==> config.mk <==
export PLATFORM = sky130hd
export DESIGN_NAME = adc_sport
export DESIGN_NICKNAME = d
export VERILOG_FILES = /design/src/rtl/adc_sport_pkg.sv /design/src/rtl/adc_sport_edge.sv /design/src/rtl/adc_sport_ctrl.sv /design/src/rtl/adc_sport_shift.sv /design/src/rtl/adc_sport_drive.sv /design/src/rtl/adc_sport.sv
export SDC_FILE = /design/constraint.sdc
export NUM_CORES = 1
export LEC_CHECK = 0
export BUFFER_PORTS_ARGS = -buffer_cell sky130_fd_sc_hd__buf_2
export CAP_MARGIN = 10
export CORE_MARGIN = 5
export CORE_UTILIZATION = 45
export DETAILED_ROUTE_END_ITERATION = 10
export GPL_ROUTABILITY_DRIVEN = 1
export PLACE_DENSITY = 0.62
export SLEW_MARGIN = 10
export SYNTH_ARGS = -nofsm -noshare
export SYNTH_HDL_FRONTEND = slang
export SYNTH_SLANG_ARGS = --single-unit
==> constraint.sdc <==
create_clock -name clk -period 1.9 [get_ports clk]
set_input_delay 0.285 -clock clk [delete_from_list [all_inputs] [get_ports clk]]
set_output_delay 0.285 -clock clk [all_outputs]
set_load 0.02 [all_outputs]
==> src/rtl/adc_sport_pkg.sv <==
package adc_sport_pkg;

  typedef enum logic [1:0] {
    PH_IDLE = 2'd0,
    PH_CONV = 2'd1,
    PH_READ = 2'd2
  } phase_t;

  typedef enum logic {
    IF_SEL   = 1'b0,
    IF_CHAIN = 1'b1
  } ifmode_t;

  // mode chosen from the data-input level at the convert edge
  function automatic ifmode_t pick_mode(input logic sdi_lvl);
    return sdi_lvl ? IF_SEL : IF_CHAIN;
  endfunction

  // completion flag requested when either enable is low at conversion end
  function automatic logic flag_request(input ifmode_t m, input logic cnv_lvl,
                                        input logic sdi_lvl);
    return (m == IF_SEL) && (!cnv_lvl || !sdi_lvl);
  endfunction

  // output is driven in chain mode always, in select mode when an enable is low
  function automatic logic drive_enable(input phase_t ph, input ifmode_t m,
                                        input logic cnv_lvl, input logic sdi_lvl);
    return (ph != PH_IDLE) && ((m == IF_CHAIN) || !cnv_lvl || !sdi_lvl);
  endfunction

endpackage

==> src/rtl/adc_sport_edge.sv <==
module adc_sport_edge #(
  parameter int LANES = 2
) (
  input  logic             clk,
  input  logic             rst_n,
  input  logic [LANES-1:0] lvl,
  output logic [LANES-1:0] rise,
  output logic [LANES-1:0] fall
);
  logic [LANES-1:0] lvl_q;

  always_ff @(posedge clk or negedge rst_n) begin
    if (!rst_n) lvl_q <= '0;
    else        lvl_q <= lvl;
  end

  for (genvar g = 0; g < LANES; g++) begin : g_lane
    assign rise[g] = lvl[g] & ~lvl_q[g];
    assign fall[g] = ~lvl[g] & lvl_q[g];
  end
endmodule

==> src/rtl/adc_sport_ctrl.sv <==
module adc_sport_ctrl
  import adc_sport_pkg::*;
(
  input  logic    clk,
  input  logic    rst_n,
  input  logic    cnv,
  input  logic    sdi,
  input  logic    cnv_rise,
  input  logic    conv_done,
  output phase_t  phase,
  output ifmode_t mode,
  output logic    done_evt,
  output logic    flag_take
);
  // a convert edge always wins over a coincident done pulse
  assign done_evt  = conv_done && (phase == PH_CONV) && !cnv_rise;
  assign flag_take = done_evt && flag_request(mode, cnv, sdi);

  always_ff @(posedge clk or negedge rst_n) begin
    if (!rst_n) begin
      phase <= PH_IDLE;
      mode  <= IF_SEL;
    end else if (cnv_rise) begin
      phase <= PH_CONV;
      mode  <= pick_mode(sdi);
    end else if (done_evt) begin
      phase <= PH_READ;
    end
  end
endmodule

==> src/rtl/adc_sport_shift.sv <==
module adc_sport_shift #(
  parameter int W = 16
) (
  input  logic       clk,
  input  logic       rst_n,
  input  logic       load,
  input  logic       load_flag,
  input  logic       chain_sel,
  input  logic [W-1:0] word,
  input  logic       step,
  input  logic       fill,
  output logic [W:0] frame,
  output logic       tap_bit
);
  localparam int FW = W + 1;

  // chain: word in low bits, tapped one below the top, no gap to upstream data
  // flagged: a leading one ahead of the word; plain select: word in the top bits
  function automatic logic [FW-1:0] frame_load(input logic [W-1:0] w,
                                               input logic flg, input logic chn);
    if (chn)      return {1'b0, w};
    else if (flg) return {1'b1, w};
    else          return {w, 1'b0};
  endfunction

  function automatic logic [FW-1:0] frame_step(input logic [FW-1:0] f,
                                               input logic in_bit);
    return {f[FW-2:0], in_bit};
  endfunction

  always_ff @(posedge clk or negedge rst_n) begin
    if (!rst_n)    frame <= '0;
    else if (load) frame <= frame_load(word, load_flag, chain_sel);
    else if (step) frame <= frame_step(frame, fill);
  end

  assign tap_bit = chain_sel ? frame[W-1] : frame[W];
endmodule

==> src/rtl/adc_sport_drive.sv <==
module adc_sport_drive
  import adc_sport_pkg::*;
(
  input  phase_t  phase,
  input  ifmode_t mode,
  input  logic    cnv,
  input  logic    sdi,
  input  logic    tap_bit,
  output logic    sdo,
  output logic    sdo_oe
);
  assign sdo_oe = drive_enable(phase, mode, cnv, sdi);
  assign sdo    = (phase == PH_READ) ? tap_bit : 1'b0;
endmodule

==> src/rtl/adc_sport.sv <==
module adc_sport #(
  parameter int DATA_W = 16
) (
  input  logic              clk,
  input  logic              rst_n,
  input  logic              cnv,
  input  logic              sck,
  input  logic              sdi,
  input  logic              conv_done,
  input  logic [DATA_W-1:0] result,
  output logic              sdo,
  output logic              sdo_oe
);
  import adc_sport_pkg::*;

  localparam int FRAME_W = DATA_W + 1;

  logic [1:0]         rise_v;
  logic [1:0]         fall_v;
  logic               cnv_rise;
  logic               sck_fall;
  phase_t             phase;
  ifmode_t            mode;
  logic               done_evt;
  logic               flag_take;
  logic               chain_sel;
  logic               shift_step;
  logic               shift_fill;
  logic [FRAME_W-1:0] frame;
  logic               tap_bit;

  adc_sport_edge #(.LANES(2)) u_edge (
    .clk  (clk),
    .rst_n(rst_n),
    .lvl  ({sck, cnv}),
    .rise (rise_v),
    .fall (fall_v)
  );

  assign cnv_rise = rise_v[0];
  assign sck_fall = fall_v[1];

  adc_sport_ctrl u_ctrl (
    .clk      (clk),
    .rst_n    (rst_n),
    .cnv      (cnv),
    .sdi      (sdi),
    .cnv_rise (cnv_rise),
    .conv_done(conv_done),
    .phase    (phase),
    .mode     (mode),
    .done_evt (done_evt),
    .flag_take(flag_take)
  );

  assign chain_sel  = (mode == IF_CHAIN);
  assign shift_step = sck_fall && (phase == PH_READ) && !cnv_rise;
  assign shift_fill = chain_sel ? sdi : 1'b0;

  adc_sport_shift #(.W(DATA_W)) u_shift (
    .clk      (clk),
    .rst_n    (rst_n),
    .load     (done_evt),
    .load_flag(flag_take),
    .chain_sel(chain_sel),
    .word     (result),
    .step     (shift_step),
    .fill     (shift_fill),
    .frame    (frame),
    .tap_bit  (tap_bit)
  );

  adc_sport_drive u_drive (
    .phase  (phase),
    .mode   (mode),
    .cnv    (cnv),
    .sdi    (sdi),
    .tap_bit(tap_bit),
    .sdo    (sdo),
    .sdo_oe (sdo_oe)
  );
endmodule

==> results of run 1 <==
==> sequential cells by signal, summed over array words and instances, names as in the netlist <==
name,flops
u_shift.frame,17
u_ctrl.phase,2
u_edge.lvl_q,2
u_ctrl.mode,1
==> worst reg2reg max path: cells and delay by family, from the launching register on <==
kind	cells	cell delay, ns
buf+inv	1	0.18
compound gates	1	0.14
simple gates	2	0.59
flops	1	0.61
==> what timing repair did <==
action,in CTS,in global routing
endpoints found under the hold margin,22,0
buffers inserted,0,0
hold buffers,1,0
==> placed cells by master (no fill, tap or decap), drive strengths merged, types with 2 or more instances in the layout <==
cell    Yosys  final
buf        12     31
dfrtp      22     22
a211oi     18     18
mux2i      16     16
nor3       15     15
or3b       15     15
o31ai      15     15
clkbuf      1      4
inv         3      3
o21ai       3      3
nand3b      2      2
nand2       2      2
nor2        2      2
==> stage by stage <==
step           utilization, %  total power, uW
2_1_floorplan               -             1217
3_3_place_gp            51.77             1343
3_5_place_dp            51.77             1368
4_1_cts                 53.27             1633
5_1_grt                 53.27             1741
6_report                53.27             1619
==> worst max path at each step <==
stage               startpoint                 to  cells after the start  slack (ns)
3_3_place_gp   u_edge.lvl_q[0]   u_shift.frame[9]                      4        0.32
6_report           u_ctrl.mode             sdo_oe                      4        0.17
5_1_grt            u_ctrl.mode             sdo_oe                      4        0.08
3_5_place_dp   u_edge.lvl_q[0]   u_shift.frame[8]                      4        0.25
2_1_floorplan  u_ctrl.phase[0]  u_shift.frame[16]                      4        0.57
4_1_cts            u_ctrl.mode             sdo_oe                      4        0.17
==> kinds of logic (layout without fill, tap and decap cells) <==
kind of cell,after synthesis,in the layout,share of synthesized area (%)
flops,22,22,37.01
simple gates,43,43,20.69
mux,16,16,10.77
compound gates,40,40,23.30
buf+inv,16,39,8.242
==> layer usage <==
metal,vias up,global-route usage (%)
li1,575,-
met1,584,23.38
met2,35,27.70
met3,4,3.827
met4,0,3.038
met5,-,0
==> Yosys cell counts, drive strengths merged (2+ instances only) <==
library cell	count	area share, %
dfrtp	22	37
buf	12	7.2
nand3b	2	1.0
or3b	15	8.8
nor3	15	5.0
o21ai	3	1.0
nor2	2	1.0
a211oi	18	13
o31ai	15	7.6
inv	3	0.76
mux2i	16	11
nand2	2	0.50
==> cell type report <==
class	count	area (um2)
clock buffers	4	36.28
fillers	310	1450
inverters	3	11.26
multi-input cells	99	814.5
flip-flops and latches	22	550.5
well taps	44	55.05
repair buffers	32	185.2
==> power groups by stage <==
stage          registers [uW]  logic [uW]  clock network (uW)
2_1_floorplan             755         461                   0
3_3_place_gp              805         538                   0
3_5_place_dp              811         557                   0
4_1_cts                   801         558                 273
5_1_grt                   829         609                 303
6_report                  804         551                 264
==> impl.org, run 1 <==
** Worst hold path
- The path with the worst hold slack has its endpoint at u_edge.lvl_q[1].
- Hold path startpoint :: sck
- The path class of the tightest hold or removal check is primary input to flop.
- Hold path cells :: 1

** Setup path
- STA classifies the critical path startpoint as a flop.
- In this design, the largest share of critical-path delay is due to flip-flops.
- STA classifies the critical path endpoint as a primary output.
- Worst reg-to-reg path cell count :: 4
- Counting both buffers and inverters, the worst setup path holds a total of 2.
- At the worst endpoint, the required time is 1.62 ns.
- STA puts the critical path data arrival time at 1.44 ns.
- For this run, the slowest stage of the critical path takes 0.46 ns.
- In this run the register-to-register setup slack is 0.26 ns.
- The startpoint identified for the worst register-to-register timing path is u_edge.lvl_q[0].
- The critical path is of the flop to primary output type.
- Critical path cell sequence :: nand3b_1 > buf_4 > o21a_1 > buf_2
- Slowest cell on the critical path :: sky130_fd_sc_hd__dfrtp_1
- In this run the worst path has a maximum fanout of 7.
- Capturing point of the worst reg2reg path :: u_shift.frame[15]

** Place
- Pre-CTS setup slack :: 0.2522 ns
- Counting tap cells, the placed design contains a total of 199 instances.
- Cell area after placement :: 1607 um2
- Last weighted congestion value of the routability-driven placer :: 0.8074
- Once detailed placement completed, the half-perimeter wirelength came to 2.555 mm.
- Port-buffer cells :: 23

** STA
- In the final timing run, aggregate negative setup slack is 0 ns.
- The number of endpoints with negative hold slack in the final report came to 0.
- Tightest Pin Transition :: 0.5329 ns
- RSZ-0062 raised after global routing :: false
- The max-slew violation total from the final report came to 0.
- Final cycle utilization of the critical path :: 90.94%
- Static timing analysis puts the maximum clock frequency at 578.8 MHz.
- The clock arrives with 0.007821 ns of skew.
- The tightest hold path in the finished design has a slack of 0.09641 ns.
- Across all setup checks in the final design, the least slack found is 0.1722 ns.
- Setup violations remaining at the end of the flow were counted as 0.
- Slew Limit Headroom :: 64.39%
- Clock period minus worst slack :: 1.728 ns

** Status
- The flow ran to the end, and the final reports show no timing, DRC or antenna violations.

** Route
- The count of nets left with antenna violations once routing finished came out at 0.
- After detailed routing, the average wire length per cell comes to 16.87 um.
- The routed design uses 157 um of met3 wire.
- Uppermost layer routed :: met4
- The detailed router placed 1,198 vias in this run.
- In this run, the number of DRC markers left after iteration 0 of detailed routing was 80.
- The final layout contains routed wiring with a total length of 3.441 mm.
- Wire segments on met2 add up to 1.624 mm in the final route.
- Number of vias per cell :: 5.873
- Remaining routing DRC violations :: 0
- Wire length on met1 :: 1.627 mm
- The first TritonRoute pass finished after 4 iterations.

** Logic synthesis
- Synth Cell Area :: 1488 um2
- Sequential-to-total area share from yosys stat :: 37.01%
- A synthesized cell averages 10.86 um2.
- The synthesized design contains 22 register bits.
- The netlist uses 30 different library cells.
- EDFF count, synth :: 0
- The Yosys step of the flow raised 0 warnings.
- The cell count after synthesis came out at 137.
- Predominant post-synthesis flop cell :: sky130_fd_sc_hd__dfrtp_1
- Counting flops with an async set or reset pin after synthesis yields a share of 100.0%.
- Net Count, Synth :: 159

** Power and ir drop
- In this run switching power makes up 34.60% of total power.
- The share of total power dissipated in the clock network is 16.3%.
- Proportion of power drawn by flip-flops and latches :: 49.7%
- For this design the total switching power over the nets is 560.2 uW.
- In this run the static leakage power is 0.0007394 uW.
- Across the VDD grid, the largest voltage drop is 0.0004560 V.
- Combinational logic is responsible for 34.0% of the overall power.
- Cell internal power dissipation :: 1059 uW
- Power density over cell area :: 979.6 nW/um2

** Global routing
- Wire length of the first global-routing pass :: 5.975 mm
- Vias in the first global route :: 1,250
- GRT Overall Usage :: 17.07%
- Overall overflow remaining after global route :: 0
- The number of antenna violations at the first check in global routing is 0.
- Maximum number of pins on one net before global-route repair :: 23

** CTS
- # clock sinks :: 22
- TritonCTS built the clock tree.
- Max clock buf depth :: 2
- Clock buffer count from CTS :: 3
- Clk slew on worst S/H paths :: 0.13 ns
- CTS built an H-tree with a depth of 1.
- Post-CTS repair changed the size of 0 cells.
- Library cell used as clock root buffer :: sky130_fd_sc_hd__clkbuf_4
- At the later pin of the worst-skew pair, clock insertion delay measures 0.31 ns.

** Die
- Number of placement rows :: 20
- The die covers 4556 um2.
- Area of the placeable core :: 3103 um2
- The floorplan step set the die width to 67.50 um.
- Number of placed I/O pins :: 24
- Once the floorplan was initialized, standard cells occupied 47.94% of the core.
- Die Y-Extent :: 67.50 um

** Layout
- After routing the design area is 1653 um2.
- The final layout contains 183 nets.
- N_diodes :: 0
- Final Instance Count excl. Fillers :: 204
- Layout overhead on the synthesized area :: 11.10%
- Fraction of final layout cells sized beyond drive strength 1 :: 39.38%

** Flow run
- Across the run, the number of max-cap violations was 0.
Note: power is estimated with default switching activity, not from simulation.
==> run 2: changes to the inputs <==
PLACE_DENSITY = not set   (was 0.62)
PLACE_DENSITY_LB_ADDON = 0.05   (was not set)
clock period = 1.4 ns   (was 1.9 ns; I/O delays follow)
==> impl.org, run 2 (same netlist as run 1, synthesis figures left out) <==
** Status
- The run finished, with violations left.
- The checks that failed: setup timing.

** STA
- Fmax :: 658.2 MHz
- Final slew viol count :: 0
- Tightest Pin Transition :: 0.5225 ns
- On the final layout, the worst clock skew is 0.006788 ns.
- RSZ-0062 raised after global routing :: true
- Final setup viols :: 10
- Across all hold checks on the routed design, the worst slack comes to 0.02932 ns.
- Once routing completed, OpenROAD measured the worst setup slack at -0.1193 ns.
- Endpoints failing hold :: 0
- Final cycle utilization of the critical path :: 108.5%
- After layout, the minimum clock period comes to 1.519 ns.
- Slew Limit Headroom :: 65.17%

** Route
- Detailed routing inserted a total of 1,239 vias.
- Count of nets left with antenna violations after detail routing :: 0
- Number of vias per cell :: 5.763
- After detailed routing, the total wire length is 3.701 mm.
- DR WL/cell :: 17.21 um
- Number of design-rule violations left by the first detailed-router iteration :: 79
- Remaining routing DRC violations :: 0
- Before antenna repair, the detailed router went through 4 iterations.

** Setup path
- STA puts the critical path data required time at 1.19 ns.
- For the worst setup path, the data arrival time is 1.31 ns.
- Of all nets on the critical path, the largest fanout is 3.
- Together, buffers and inverters on the worst path number 2.
- Critical path cell sequence :: nand3b_1 > buf_6 > o21a_1 > buf_6
- Highest cell delay on the worst timing path :: 0.43 ns
- Worst setup EP type :: primary output
- Most repeated library cell on the critical path :: sky130_fd_sc_hd__buf_6
- Source of the worst register-to-register timing path :: u_ctrl.mode
- The critical path in this run is classified as flop to primary output.
- Worst Setup SP :: u_ctrl.mode
- On the critical path, the stage with the largest delay is an instance of sky130_fd_sc_hd__dfrtp_1.
- The worst setup path is launched from a flop.
- Largest delay contributor family on the critical path :: flip-flops

** Power and ir drop
- The clock network burns 13.1% of the power.
- In this run the static leakage power is 0.0007944 uW.
- Power spread over the standard cell area amounts to 1229 nW/um2.
- The worst-case IR drop observed on VDD is 0.0008072 V.
- In this run the power spent charging and discharging nets is 773.7 uW.
- Combinational cells account for 38.6% of the total power.
- The design draws 2224 uW.
- Proportion of power drawn by flip-flops and latches :: 48.3%
- Net switching is 34.78% of the power.
- Cell internal power dissipation :: 1451 uW

** Layout
- Sequential cell area in the final layout :: 551.8 um2
- Summed area of non-filler cells in the final layout :: 1809 um2
- Fin nets :: 195
- Fraction of final layout cells sized beyond drive strength 1 :: 48.54%
- In the final layout, the multi-input gates occupy 843.3 um2.
- Flip-flop count of the largest register after layout :: 17
- Layout overhead on the synthesized area :: 21.62%
- For this run, the share of the core covered by cells in the final layout is 58.31%.
- The register with the most flip-flops in the final layout is u_shift.frame.
- In the final layout, the registers with the most flip-flops are u_shift.frame: 17 flops, u_ctrl.phase: 2 flops, u_edge.lvl_q: 2 flops.
- Final-layout fill cell count :: 302
- Once layout is complete, the cells apart from fillers number 215.
- 0 antenna diodes ended up in the layout.
- In the layout the commonest cells are sky130_fd_sc_hd__buf_2, sky130_fd_sc_hd__dfrtp_1, sky130_fd_sc_hd__buf_4.

** Global routing
- The via count of the first global-routing pass was 1,313.
- Initial antenna violation count :: 0
- For this run, the total global-route usage over all layers was measured as 17.89%.
- Global routing finished with a remaining overflow of 0.
- The first global-routing pass estimated 6.161 mm of wire.
- Maximum number of pins on one net before global-route repair :: 23

** Place
- Cell area after placement :: 1699 um2
- Routability-driven placement finished with a final weighted congestion of 0.7563.
- Count of placed standard cells including taps :: 208
- Port buffering added 23 buffers.
- The HPWL after detailed placement is 2.662 mm.

** CTS
- Clock buffer count from CTS :: 3
- Max clock buf depth :: 2
- Library cell used as clock root buffer :: sky130_fd_sc_hd__clkbuf_4
- For this design, the sink count on the clock tree is 22.
- In this run the number of H-tree levels came out at 1.
- The clock reaches the later pin of the worst-skew pair after 0.31 ns.
- TritonCTS clock tree :: done
- Clock-pin slew was measured on the worst setup and hold paths at 0.11 ns.

** Die
- Die outline width :: 67.50 um
- Die Y-Extent :: 67.50 um
- Die area :: 4556 um2
- Row generation in the floorplan step produced 20 rows.
- The core region is 3103 um2.
- Initial Utilization :: 47.94%
- Number of placed I/O pins :: 24

** Worst hold path
- The min-delay analysis places its worst path in the category primary input to flop.
- Hold path startpoint :: sck

** Flow run
- The tool flagged a number of max-cap violations equal to 0.
run 2: changes by cell type in the layout (fill, tap and decap cells not counted), sizes merged:
cell	change
buf	+12
clkbuf	-1
run 2: area by class of cell:
cell class	count	share of cell area, %
Inverter	3	0.6224
Multi-Input combinational cell	99	46.61
Clock buffer	3	1.245
Timing Repair Buffer	44	17.98
Sequential cell	22	30.50
Tap cell	44	3.043
run 2: repair_timing:
action                                  in CTS  in global routing
hold buffers                                 1                  0
setup buffers                                3                  1
endpoints found under the setup margin       2                 19
resized for setup                            1                 15
pin swaps                                    3                  8
endpoints found under the hold margin       22                  0
run 2: power by group through the flow:
stage | Combinational (uW) | Clock, uW | Sequential [uW]
5_1_grt | 935 | 339 | 1110
4_1_cts | 825 | 308 | 1070
6_report | 858 | 291 | 1070
3_5_place_dp | 807 | 0 | 1090
2_1_floorplan | 626 | 0 | 1030
3_3_place_gp | 782 | 0 | 1080
run 2: per-layer routing:
metal  vias to the layer above  share of wire, %  global-route usage (%)
met3                         2               3.9                   4.160
li1                        599                 -                       -
met2                        28                50                   31.83
met1                       610                46                   22.08
met4                         0              0.51                   3.038
met5                         -                 0                       0
run 2: worst register-to-register path, stage by stage (launching register included):
cell and delay, ns:
sky130_fd_sc_hd__dfrtp_1 0.43, sky130_fd_sc_hd__nand3b_1 0.20, sky130_fd_sc_hd__buf_6 0.14, sky130_fd_sc_hd__buf_4 0.13, sky130_fd_sc_hd__buf_12 0.14, sky130_fd_sc_hd__mux2i_2 0.16
sky130_fd_sc_hd__a211oi_2 0.22
run 2: through the flow:
step,TNS (ns),worst slack [ns]
2_1_floorplan,0,0.06671
3_3_place_gp,0,0.08952
3_5_place_dp,0,0.07986
4_1_cts,-0.2707,-0.1372
5_1_grt,-0.9764,-0.1818
6_report,-0.3905,-0.1193
run 2: path summary, 6_finish.rpt:
kind                            slack [ns]  depth (start not counted)                 to
worst max-delay path                 -0.12                          4             sdo_oe
worst min-delay path                  0.03                          1    u_edge.lvl_q[1]
worst max register to register       -0.09                          6   u_shift.frame[5]
worst min register to register        0.53                          1  u_shift.frame[16]
max in group asynchronous             0.63                          2    u_ctrl.phase[1]
min in group asynchronous             0.39                          2  u_shift.frame[14]
==> run 3: changes to the inputs <==
HOLD_SLACK_MARGIN = 0.05   (was not set)
==> impl.org, run 3 (same netlist as run 1, synthesis figures left out) <==
** Setup path
- In this run the critical register-to-register path is captured at u_shift.frame[5].
- Highest cell delay on the worst timing path :: 0.44 ns
- The most numerous cell type found on the critical path is sky130_fd_sc_hd__buf_6.
- Slowest cell on the critical path :: sky130_fd_sc_hd__dfrtp_1
- Worst-path maximum fanout :: 3
- Capturing instance or port of the critical path :: sdo_oe
- Together, buffers and inverters on the worst path number 2.
- At the worst endpoint, the arrival time is 1.32 ns.
- On the critical path the largest part of the delay comes from flip-flops.
- Critical path start-end classification :: flop to primary output
- STA classifies the critical path endpoint as a primary output.
- Reg-to-reg setup timing slack :: -0.09 ns
- Critical path cell sequence :: nand3b_1 > buf_6 > o21a_1 > buf_6
- Worst reg-to-reg path cell count :: 6
- Required time of the critical path :: 1.19 ns
- In this run the worst setup path begins at u_ctrl.mode.
- Source of the worst register-to-register timing path :: u_ctrl.mode
- Element type at the critical path start :: flop
- Depth of the critical timing path with buffers and inverters included :: 4

** Status
- The run finished, with violations left.
- Failing checks :: setup timing

** Place
- Port-buffer cells :: 23
- Routability-driven placement finished with a final weighted congestion of 0.7563.
- Detailed placement finished with a half-perimeter wire length of 2.662 mm.

** Power and ir drop
- Leakage power of the design :: 0.0007986 uW
- Cell internal power was estimated by the tool at 1452 uW.
- Power density over cell area :: 1223 nW/um2
- Switching share of total power :: 34.72%
- Net switching power :: 772.4 uW
- The design draws 2225 uW.
- Peak supply drop :: 0.0008070 V
- Proportion of power drawn by flip-flops and latches :: 48.3%
- Comb power frac :: 38.6%
- Part of the power in the clock network :: 13.1%

** STA
- Measured against its own limit, the worst slew margin works out to 64.70%.
- Setup repair after global routing could not meet its margin everywhere.
- Fin Hold WS :: 0.1477 ns
- The worst path uses 109.1% of the clock period.
- Based on the critical path, the design can be clocked at up to 654.8 MHz.
- Setup violations remaining at the end of the flow were counted as 10.
- Endpoints failing hold :: 0
- For the final database, setup skew stands at 0.006267 ns.
- Tightest Pin Transition :: 0.5296 ns
- Clock period minus worst slack :: 1.527 ns
- Final critical-path setup slack :: -0.1272 ns
- The max-slew violation total from the final report was 0.

** Global routing
- Overall overflow remaining after global route :: 0
- The number of antenna violations at the first check in global routing is 0.
- In the global route stage, overall resource usage came out at 17.99%.
- Wire length of the first global-routing pass :: 6.203 mm
- Vias in the first global route :: 1,322
- Entering global routing, the biggest net connects 23 pins.

** Die
- The floorplan has 20 rows.
- Initial Utilization :: 47.94%
- In this run the horizontal extent of the chip is 67.50 um.
- The die covers 4556 um2.
- Pin placement for this block handled 24 I/O pins.
- Area of the placeable core :: 3103 um2
- Measured along the y axis, the die boundary spans 67.50 um.

** Layout
- The area growth from synthesis to layout is 22.29%.
- The library cells used most frequently in the layout, excluding fill and tap cells, are sky130_fd_sc_hd__buf_2, sky130_fd_sc_hd__dfrtp_1, sky130_fd_sc_hd__buf_4.
- N_diodes :: 0
- Fraction of final layout cells sized beyond drive strength 1 :: 48.26%
- Final-layout fill cell count :: 299
- Fin nets :: 196
- The largest registers in the layout are u_shift.frame: 17 flops, u_ctrl.phase: 2 flops, u_edge.lvl_q: 2 flops.
- Register with the most flip-flops :: u_shift.frame
- The register with the most flip-flops in the layout has 17 of them.

** Worst hold path
- Class of the tightest hold or removal check :: primary input to flop
- Hold path startpoint :: sdi

** CTS
- Max clock buf depth :: 2
- The root buffer cell chosen for the clock tree is sky130_fd_sc_hd__clkbuf_4.
- Clk slew on worst S/H paths :: 0.12 ns
- CTS built an H-tree with a depth of 1.
- TritonCTS clock tree :: done
- Clock latency on the worst-skew pair :: 0.31 ns
- Clock buffer count from CTS :: 3
- Clock tree synthesis found a total of 22 sinks.

** Route
- After detailed routing, the number of remaining DRC violations is 0.
- After the first detailed-routing iteration, the DRC count stood at 99.
- DR WL/cell :: 17.05 um
- Post-Route WL :: 3.683 mm
- Total vias in the final route :: 1,239
- The detail route stage leaves a number of antenna-violating nets equal to 0.
- Number of search-and-repair iterations in the first detailed-routing pass :: 4
- Number of vias per cell :: 5.736

** Flow run
- Maxcap violations :: 0
## run 3: changes by cell type in the layout (fill, tap and decap cells not counted)
| cell | delta |
|---|---|
| sky130_fd_sc_hd__dlygate4sd3_1 | +1 |
## run 3: final cells by class
class	count	area [um2]	area share, %
multi-input combinational	99	843.3	46.36
sequential	22	551.8	30.33
timing repair buffer	45	335.3	18.43
tap	44	55.05	3.026
clock buffer	3	22.52	1.238
inverter	3	11.26	0.6190
## run 3: repair_timing
action                                  in CTS  in global routing
setup buffers                                3                  1
endpoints found under the setup margin       2                 19
resized for setup                            1                 15
hold buffers                                 2                  0
hold endpoints to repair                    23                  0
pin swaps                                    3                  8
## run 3: power by group through the flow
stage          sequential (uW)  clock, uW  combinational (uW)
2_1_floorplan             1030          0                 626
3_3_place_gp              1080          0                 782
3_5_place_dp              1090          0                 807
4_1_cts                   1070        308                 827
5_1_grt                   1110        340                 937
6_report                  1070        292                 858
## run 3: metal layers
metal / GRT usage (%) / part of all wire [%] / up-vias
met4: 3.038 / 0.52 / 0
met1: 22.29 / 45 / 607
met2: 31.96 / 50 / 30
met5: 0 / 0 / -
met3: 4.160 / 4.2 / 2
li1: - / - / 600
## run 3: worst min-delay path by stage
stage | to | depth (start not counted) | slack, ns
3_3_place_gp | u_shift.frame[14] | 1 | 0.21
4_1_cts | u_ctrl.mode | 2 | 0.13
5_1_grt | u_ctrl.mode | 2 | 0.14
2_1_floorplan | u_ctrl.mode | 0 | -0.09
6_report | u_ctrl.mode | 2 | 0.15
3_5_place_dp | u_shift.frame[14] | 1 | 0.21
## run 3: through the flow
step                      setup slack [ns]  std cells  utilization, %  TNS, ns  cell area, um2
final                              -0.1272        216           58.63  -0.4290            1819
after global routing               -0.1868        216           58.63  -0.9758            1819
after CTS                          -0.1372        216           56.98  -0.2707            1768
after detailed placement           0.07986        208           54.76        0            1699
after global placement             0.08952        208           54.76        0            1699
after floorplan                    0.06671        137               -        0            1488
